--- config.mk ---
export PLATFORM = sky130hd
export DESIGN_NAME = spi_port
export DESIGN_NICKNAME = d
export VERILOG_FILES = /design/src/rtl/spi_port_pkg.sv /design/src/rtl/spi_port_clkgen.sv /design/src/rtl/spi_port_shift.sv /design/src/rtl/spi_port_flags.sv /design/src/rtl/spi_port.sv
export SDC_FILE = /design/constraint.sdc
export NUM_CORES = 1
export LEC_CHECK = 0
export BUFFER_PORTS_ARGS = -buffer_cell sky130_fd_sc_hd__buf_4
export CORE_MARGIN = 2
export CORE_UTILIZATION = 55
export DETAILED_ROUTE_END_ITERATION = 10
export PLACE_DENSITY = 0.79
export SLEW_MARGIN = 20
export SYNTH_ARGS = -nofsm -noshare
export SYNTH_HDL_FRONTEND = slang
export SYNTH_SLANG_ARGS = --single-unit
--- constraint.sdc ---
create_clock -name clk_i -period 2.44 [get_ports clk_i]
set_input_delay 0.488 -clock clk_i [delete_from_list [all_inputs] [get_ports clk_i]]
set_output_delay 0.488 -clock clk_i [all_outputs]
set_load 0.1 [all_outputs]
--- src/rtl/spi_port_pkg.sv ---
package spi_port_pkg;
  localparam int HALF_W = 6;
  localparam int STAT_W = 8;

  // half serial-clock period minus one, in system clocks
  function automatic logic [HALF_W-1:0] rate_half_m1(input logic [2:0] code);
    logic [HALF_W-1:0] h;
    case (code)
      3'b000:  h = 6'd0;
      3'b001:  h = 6'd1;
      3'b010:  h = 6'd7;
      3'b011:  h = 6'd15;
      3'b100:  h = 6'd3;
      3'b101:  h = 6'd7;
      3'b110:  h = 6'd31;
      default: h = 6'd63;
    endcase
    return h;
  endfunction
endpackage

--- src/rtl/spi_port_clkgen.sv ---
module spi_port_clkgen
  import spi_port_pkg::*;
#(
  parameter int BITS = 8
) (
  input  logic       clk_i,
  input  logic       rst_ni,
  input  logic       start_i,
  input  logic       abort_i,
  input  logic [2:0] rate_i,
  output logic       busy_o,
  output logic       sck_o,
  output logic       rise_o,
  output logic       fall_o,
  output logic       done_o
);
  localparam int CNT_W = $clog2(BITS);

  logic              busy_q, sck_q, tick;
  logic [HALF_W-1:0] cnt_q, hm1_q;
  logic [CNT_W-1:0]  nfall_q;

  assign tick   = busy_q && (cnt_q == hm1_q);
  assign rise_o = tick & ~sck_q;
  assign fall_o = tick & sck_q;
  assign done_o = fall_o && (nfall_q == CNT_W'(BITS-1));
  assign busy_o = busy_q;
  assign sck_o  = sck_q;

  always_ff @(posedge clk_i or negedge rst_ni) begin
    if (!rst_ni) begin
      busy_q  <= 1'b0;
      sck_q   <= 1'b0;
      cnt_q   <= '0;
      hm1_q   <= '0;
      nfall_q <= '0;
    end else if (abort_i) begin
      busy_q <= 1'b0;
      sck_q  <= 1'b0;
      cnt_q  <= '0;
    end else if (start_i) begin
      busy_q  <= 1'b1;
      sck_q   <= 1'b0;
      cnt_q   <= '0;
      nfall_q <= '0;
      hm1_q   <= rate_half_m1(rate_i);
    end else if (busy_q) begin
      if (tick) begin
        cnt_q <= '0;
        sck_q <= ~sck_q;
        if (fall_o) begin
          nfall_q <= nfall_q + CNT_W'(1);
          if (done_o) busy_q <= 1'b0;
        end
      end else begin
        cnt_q <= cnt_q + HALF_W'(1);
      end
    end
  end

  AST_SCK_IDLE_LOW: assert property (@(posedge clk_i) disable iff (!rst_ni)
    !busy_q |-> !sck_q);
  AST_RATE_HELD: assert property (@(posedge clk_i) disable iff (!rst_ni)
    busy_q |=> $stable(hm1_q));
endmodule

--- src/rtl/spi_port_shift.sv ---
module spi_port_shift #(
  parameter int DW = 8
) (
  input  logic          clk_i,
  input  logic          rst_ni,
  input  logic          start_i,
  input  logic [DW-1:0] wdata_i,
  input  logic          lsb_i,
  input  logic          rise_i,
  input  logic          fall_i,
  input  logic          done_i,
  input  logic          miso_i,
  output logic          mosi_o,
  output logic [DW-1:0] rbuf_o
);
  logic [DW-1:0] sh_q, sh_nx, rbuf_q;
  logic          lsb_q, in_q;

  assign sh_nx  = lsb_q ? {in_q, sh_q[DW-1:1]} : {sh_q[DW-2:0], in_q};
  assign mosi_o = lsb_q ? sh_q[0] : sh_q[DW-1];
  assign rbuf_o = rbuf_q;

  always_ff @(posedge clk_i or negedge rst_ni) begin
    if (!rst_ni) begin
      sh_q   <= '0;
      rbuf_q <= '0;
      lsb_q  <= 1'b0;
      in_q   <= 1'b0;
    end else if (start_i) begin
      sh_q  <= wdata_i;
      lsb_q <= lsb_i;
    end else if (rise_i) begin
      in_q <= miso_i;
    end else if (fall_i) begin
      sh_q <= sh_nx;
      if (done_i) rbuf_q <= sh_nx;
    end
  end

  AST_RBUF_HOLD: assert property (@(posedge clk_i) disable iff (!rst_ni)
    !done_i |=> $stable(rbuf_q));
endmodule

--- src/rtl/spi_port_flags.sv ---
module spi_port_flags (
  input  logic clk_i,
  input  logic rst_ni,
  input  logic spif_set_i,
  input  logic wcol_set_i,
  input  logic modf_set_i,
  input  logic stat_rd_i,
  input  logic data_acc_i,
  input  logic reen_i,
  output logic spif_o,
  output logic wcol_o,
  output logic modf_o
);
  logic [2:0] set_v, ev_v, flag_v;

  assign set_v = {modf_set_i, wcol_set_i, spif_set_i};
  assign ev_v  = {reen_i, data_acc_i, data_acc_i};

  for (genvar g = 0; g < 3; g++) begin : g_flag
    logic f_q, a_q;
    always_ff @(posedge clk_i or negedge rst_ni) begin
      if (!rst_ni) begin
        f_q <= 1'b0;
        a_q <= 1'b0;
      end else begin
        if (set_v[g])              f_q <= 1'b1;
        else if (ev_v[g] && a_q)   f_q <= 1'b0;
        if (stat_rd_i && f_q)      a_q <= 1'b1;
        else if (ev_v[g])          a_q <= 1'b0;
      end
    end
    assign flag_v[g] = f_q;

    AST_FLAG_HOLD: assert property (@(posedge clk_i) disable iff (!rst_ni)
      (f_q && !(ev_v[g] && a_q)) |=> f_q);
  end

  assign spif_o = flag_v[0];
  assign wcol_o = flag_v[1];
  assign modf_o = flag_v[2];

  AST_WCOL_SET: assert property (@(posedge clk_i) disable iff (!rst_ni)
    wcol_set_i |=> wcol_o);
endmodule

--- src/rtl/spi_port.sv ---
module spi_port
  import spi_port_pkg::*;
#(
  parameter int DW = 8
) (
  input  logic              clk_i,
  input  logic              rst_ni,
  input  logic              mstr_en_i,
  input  logic              lsb_first_i,
  input  logic [2:0]        rate_i,
  input  logic              stat_rd_i,
  input  logic              data_rd_i,
  input  logic              data_wr_i,
  input  logic [DW-1:0]     wdata_i,
  output logic [STAT_W-1:0] stat_o,
  output logic [DW-1:0]     rdata_o,
  output logic              master_o,
  output logic              sck_o,
  output logic              mosi_o,
  input  logic              miso_i,
  input  logic              ss_ni
);
  logic en_q, mstr_q, en_rise, abort, start;
  logic busy, sck, rise, fall, done, mosi_raw;
  logic spif, wcol, modf;

  assign en_rise = mstr_en_i & ~en_q;
  assign abort   = mstr_q & ~ss_ni;
  assign start   = data_wr_i & mstr_q & ~busy & ~abort;

  always_ff @(posedge clk_i or negedge rst_ni) begin
    if (!rst_ni) begin
      en_q   <= 1'b0;
      mstr_q <= 1'b0;
    end else begin
      en_q <= mstr_en_i;
      if (abort || !mstr_en_i) mstr_q <= 1'b0;
      else if (en_rise)        mstr_q <= 1'b1;
    end
  end

  spi_port_clkgen #(.BITS(DW)) u_clkgen (
    .clk_i, .rst_ni,
    .start_i(start), .abort_i(abort), .rate_i,
    .busy_o(busy), .sck_o(sck), .rise_o(rise), .fall_o(fall), .done_o(done)
  );

  spi_port_shift #(.DW(DW)) u_shift (
    .clk_i, .rst_ni,
    .start_i(start), .wdata_i, .lsb_i(lsb_first_i),
    .rise_i(rise), .fall_i(fall), .done_i(done), .miso_i,
    .mosi_o(mosi_raw), .rbuf_o(rdata_o)
  );

  spi_port_flags u_flags (
    .clk_i, .rst_ni,
    .spif_set_i(done), .wcol_set_i(data_wr_i & busy), .modf_set_i(abort),
    .stat_rd_i, .data_acc_i(data_rd_i | data_wr_i), .reen_i(en_rise),
    .spif_o(spif), .wcol_o(wcol), .modf_o(modf)
  );

  assign stat_o   = {spif, wcol, 1'b0, modf, 4'b0000};
  assign master_o = mstr_q;
  assign sck_o    = sck;
  assign mosi_o   = busy & mosi_raw;

  AST_MODF_ABORT: assert property (@(posedge clk_i) disable iff (!rst_ni)
    (mstr_q && !ss_ni) |=> (!mstr_q && !busy && !sck && modf));
  AST_COLL_KEEP: assert property (@(posedge clk_i) disable iff (!rst_ni)
    (data_wr_i && busy && !done && !abort) |=> busy);
  AST_START_MASTER: assert property (@(posedge clk_i) disable iff (!rst_ni)
    (!busy && !mstr_q) |=> !busy);
endmodule

==> run metrics <==
power density relative to cell area=1000 nW/um^2; cell count after synthesis=210; count of flip-flops with a built-in enable after synthesis=0; number of placed I/O pins=39; worst-path cell chain=xor2_1 > or4b_4 > or3_4 > mux2_4; Post-CTS Setup Repair Bufs=0; Initial Util=58.1%; worst r2r path cells=4; Root Buffer=sky130_fd_sc_hd__clkbuf_8; Int Power=1.50 mW; run status=completed; ratio of cells with drive above 1 in the final layout=26.4%; share of synthesized area occupied by flip-flops and latches=49.5%; Worst Tran Pin Value=583 ps; Die W=66.9 um; total buffers and inverters traversed by the critical path=0; relative contribution of the clock network to total power=17.8%; worst reg2reg path endpoint=u_shift.in_q; maximum vdd ir drop=0.598 mV; Final Routed Wirelength=4.39 mm; Rows=22; antenna violations before repair=0; total standard cell area after synthesis=2170 um^2; launch instance of the worst register-to-register path=u_clkgen.hm1_q[5]; first-pass GRT wire length=7.16 mm; CTS Buf Count=5; max_slew headroom=61.1%; summed negative setup slack over all endpoints=0 ps; warnings from Yosys=0; total global routing track utilization=21.9%; number of DRC markers after the initial detailed-route iteration=101; start-to-end type of the worst setup path=flop to flop; clock transition at the register clock pins on the worst setup and hold paths after CTS=80 ps; antenna-violating nets left=0; Logic pwr share=39.5%; register bit count reported by yosys=43; die extent in y=66.9 um; detailed-route DRC error count=0; pin count of the biggest net entering global routing=44; DPL Wire Length=3.21 mm; post-CTS resize count=0; final core occ=67.5%; main area contributors after synthesis=sky130_fd_sc_hd__dfrtp_1 49%, sky130_fd_sc_hd__mux2_2 5.2%, sky130_fd_sc_hd__nand2_1 5.2%; number of pins with negative max-slew slack in the final report=0; first drt pass iteration count=4; Synth top cells by count=43 x sky130_fd_sc_hd__dfrtp_1, 30 x sky130_fd_sc_hd__nand2_1, 18 x sky130_fd_sc_hd__o21ai_0; net switching power=1.04 mW; setup repair after global routing missed its margin=no; gpl congestion=0.834; kind of capture point of the worst setup path=flop; placeable core area=3740 um^2; reg2reg setup slack=500 ps; portion of the clock cycle consumed by the worst path in the final layout=79.4%; Yosys top cell area share=49.5%; average cell area after synthesis=10.4 um^2; Routed WL per cell=15.1 um; ys async rst share=100%; layout net count=265; vias per cell=5.62; number of vias after detailed routing=1629; Post-CTS Hold Fix Bufs=0; fin crit period=1940 ps; leakage power=1.21 nW; maximum fanout count along the critical path=4; largest area contributor in the netlist=sky130_fd_sc_hd__dfrtp_1; CP max stage cell=sky130_fd_sc_hd__or4b_4; Hold Fails Final Rpt=0; Fmax=516 MHz; setup violation total in the final timing report=0; largest clock skew in the final design=5.07 ps; Max Buffers Root-to-Sink=2; Largest delay share family, worst path=simple AND/OR/NAND/NOR gates; dominant synthesized flop cell=sky130_fd_sc_hd__dfrtp_1; number of global-route vias before repair=1530; crit start category=flop; post-placement cell area=2440 um^2; CTS H-Tree Depth=2; grt ovf=0; antenna fix cells=0; Arr. time, crit path=2120 ps; Filler Cells Inserted=323; required time of the worst setup path=2620 ps; clk sink count=43; Sw Ratio=40.9%; Die Outline Area=4470 um^2; peak per-stage delay on the critical path=570 ps; clock tree from TritonCTS=built; library cell with the highest instance count after synthesis=sky130_fd_sc_hd__dfrtp_1; number of violations of the max-capacitance limit=0; synth-to-layout area growth=16.2%; post-route cell area=2530 um^2; class of the worst hold path=input pin to async pin; clock latency on the worst-skew pair=290 ps; I/O Buffers=33; count of cell types in the netlist=41; portion of total power attributed to sequential cells=42.6%
-- stage by stage --
stage | setup WS [ps] | power, mW | hold slack (ps) | std cells
2_1_floorplan | 190 | 1.85 | 192 | 214
3_3_place_gp | 526 | 2.06 | 472 | 283
3_5_place_dp | 504 | 2.09 | 477 | 283
4_1_cts | 495 | 2.54 | 191 | 290
5_1_grt | 456 | 2.70 | 204 | 290
6_report | 504 | 2.53 | 169 | 290
-- flip-flops by register name (all words and copies together), names as in the netlist --
register and cells:
u_flags.spif_o 1, u_flags.g_flag.a_q 3, u_shift.sh_q 8, u_clkgen.hm1_q 6, u_clkgen.sck_o 1, master_o 1
u_shift.rbuf_o 8, u_clkgen.nfall_q 3, en_q 1, u_shift.in_q 1, u_flags.wcol_o 1, u_shift.lsb_q 1
u_flags.modf_o 1, u_clkgen.busy_o 1, u_clkgen.cnt_q 6
-- worst max-delay path by stage --
| stage | cells past startpoint | from | to |
|---|---|---|---|
| detailed placement | 4 | u_clkgen.cnt_q[4] | u_shift.in_q |
| floorplan | 4 | master_o | u_clkgen.cnt_q[4] |
| global route | 4 | u_clkgen.hm1_q[5] | u_shift.in_q |
| finish | 4 | u_clkgen.hm1_q[5] | u_shift.in_q |
| global placement | 4 | u_clkgen.cnt_q[4] | u_shift.in_q |
| CTS | 4 | u_clkgen.hm1_q[5] | u_shift.in_q |
-- placed cells by master (no fill, tap or decap), types with 3 or more instances in the layout --
cell type	netlist	final
sky130_fd_sc_hd__nand3_1	4	4
sky130_fd_sc_hd__xor2_1	3	3
sky130_fd_sc_hd__mux2_2	10	10
sky130_fd_sc_hd__a21oi_1	14	14
sky130_fd_sc_hd__nor2_1	8	8
sky130_fd_sc_hd__xnor2_1	3	3
sky130_fd_sc_hd__buf_4	8	37
sky130_fd_sc_hd__nand2b_1	4	4
sky130_fd_sc_hd__dfrtp_1	43	43
sky130_fd_sc_hd__mux2i_1	8	8
sky130_fd_sc_hd__o21ai_0	18	18
sky130_fd_sc_hd__and3_1	3	3
sky130_fd_sc_hd__ha_1	3	3
sky130_fd_sc_hd__inv_1	5	5
sky130_fd_sc_hd__conb_1	1	5
sky130_fd_sc_hd__nand2_1	30	30
sky130_fd_sc_hd__clkbuf_8	0	6
sky130_fd_sc_hd__a22o_1	4	4
sky130_fd_sc_hd__a221o_1	7	7
-- area by class of cell --
| cell class | count | area (um^2) | area share (%) |
|---|---|---|---|
| Sequential cell | 43 | 1080 | 42.6 |
| Clock buffer | 6 | 82.6 | 3.27 |
| Timing Repair Buffer | 37 | 278 | 11.0 |
| Multi-Input combinational cell | 150 | 1010 | 39.9 |
| Tap cell | 48 | 60.1 | 2.38 |
| Clock inverter | 1 | 5.00 | 0.198 |
| Inverter | 5 | 18.8 | 0.743 |
-- power groups by stage --
stage | Combinational [mW] | Clock [mW] | Sequential (mW)
after detailed placement | 1.00 | 0 | 1.09
after CTS | 1.00 | 0.461 | 1.08
after global routing | 1.10 | 0.501 | 1.10
final | 1.00 | 0.452 | 1.08
after floorplan | 0.758 | 0 | 1.09
after global placement | 0.975 | 0 | 1.08
-- metal layers --
layer	vias up	share of wire, %	track usage [%]
met5	-	0	0
met4	0	0.98	6.12
met3	6	4.0	6.25
met2	32	50	34.9
met1	787	45	29.0
li1	804	-	-
-- cell families (layout without fill, tap and decap cells) --
group / after synthesis / in the layout / share of synthesized area (%)
compound gates: 52 / 52 / 15.8
xor+xnor: 6 / 6 / 2.42
fa+ha+maj: 3 / 3 / 1.73
buf+inv: 21 / 49 / 5.01
flops: 43 / 43 / 49.5
mux: 19 / 19 / 9.55
other cells: 1 / 5 / 0.172
simple gates: 65 / 65 / 15.9
(Power assumes the default switching activity.)
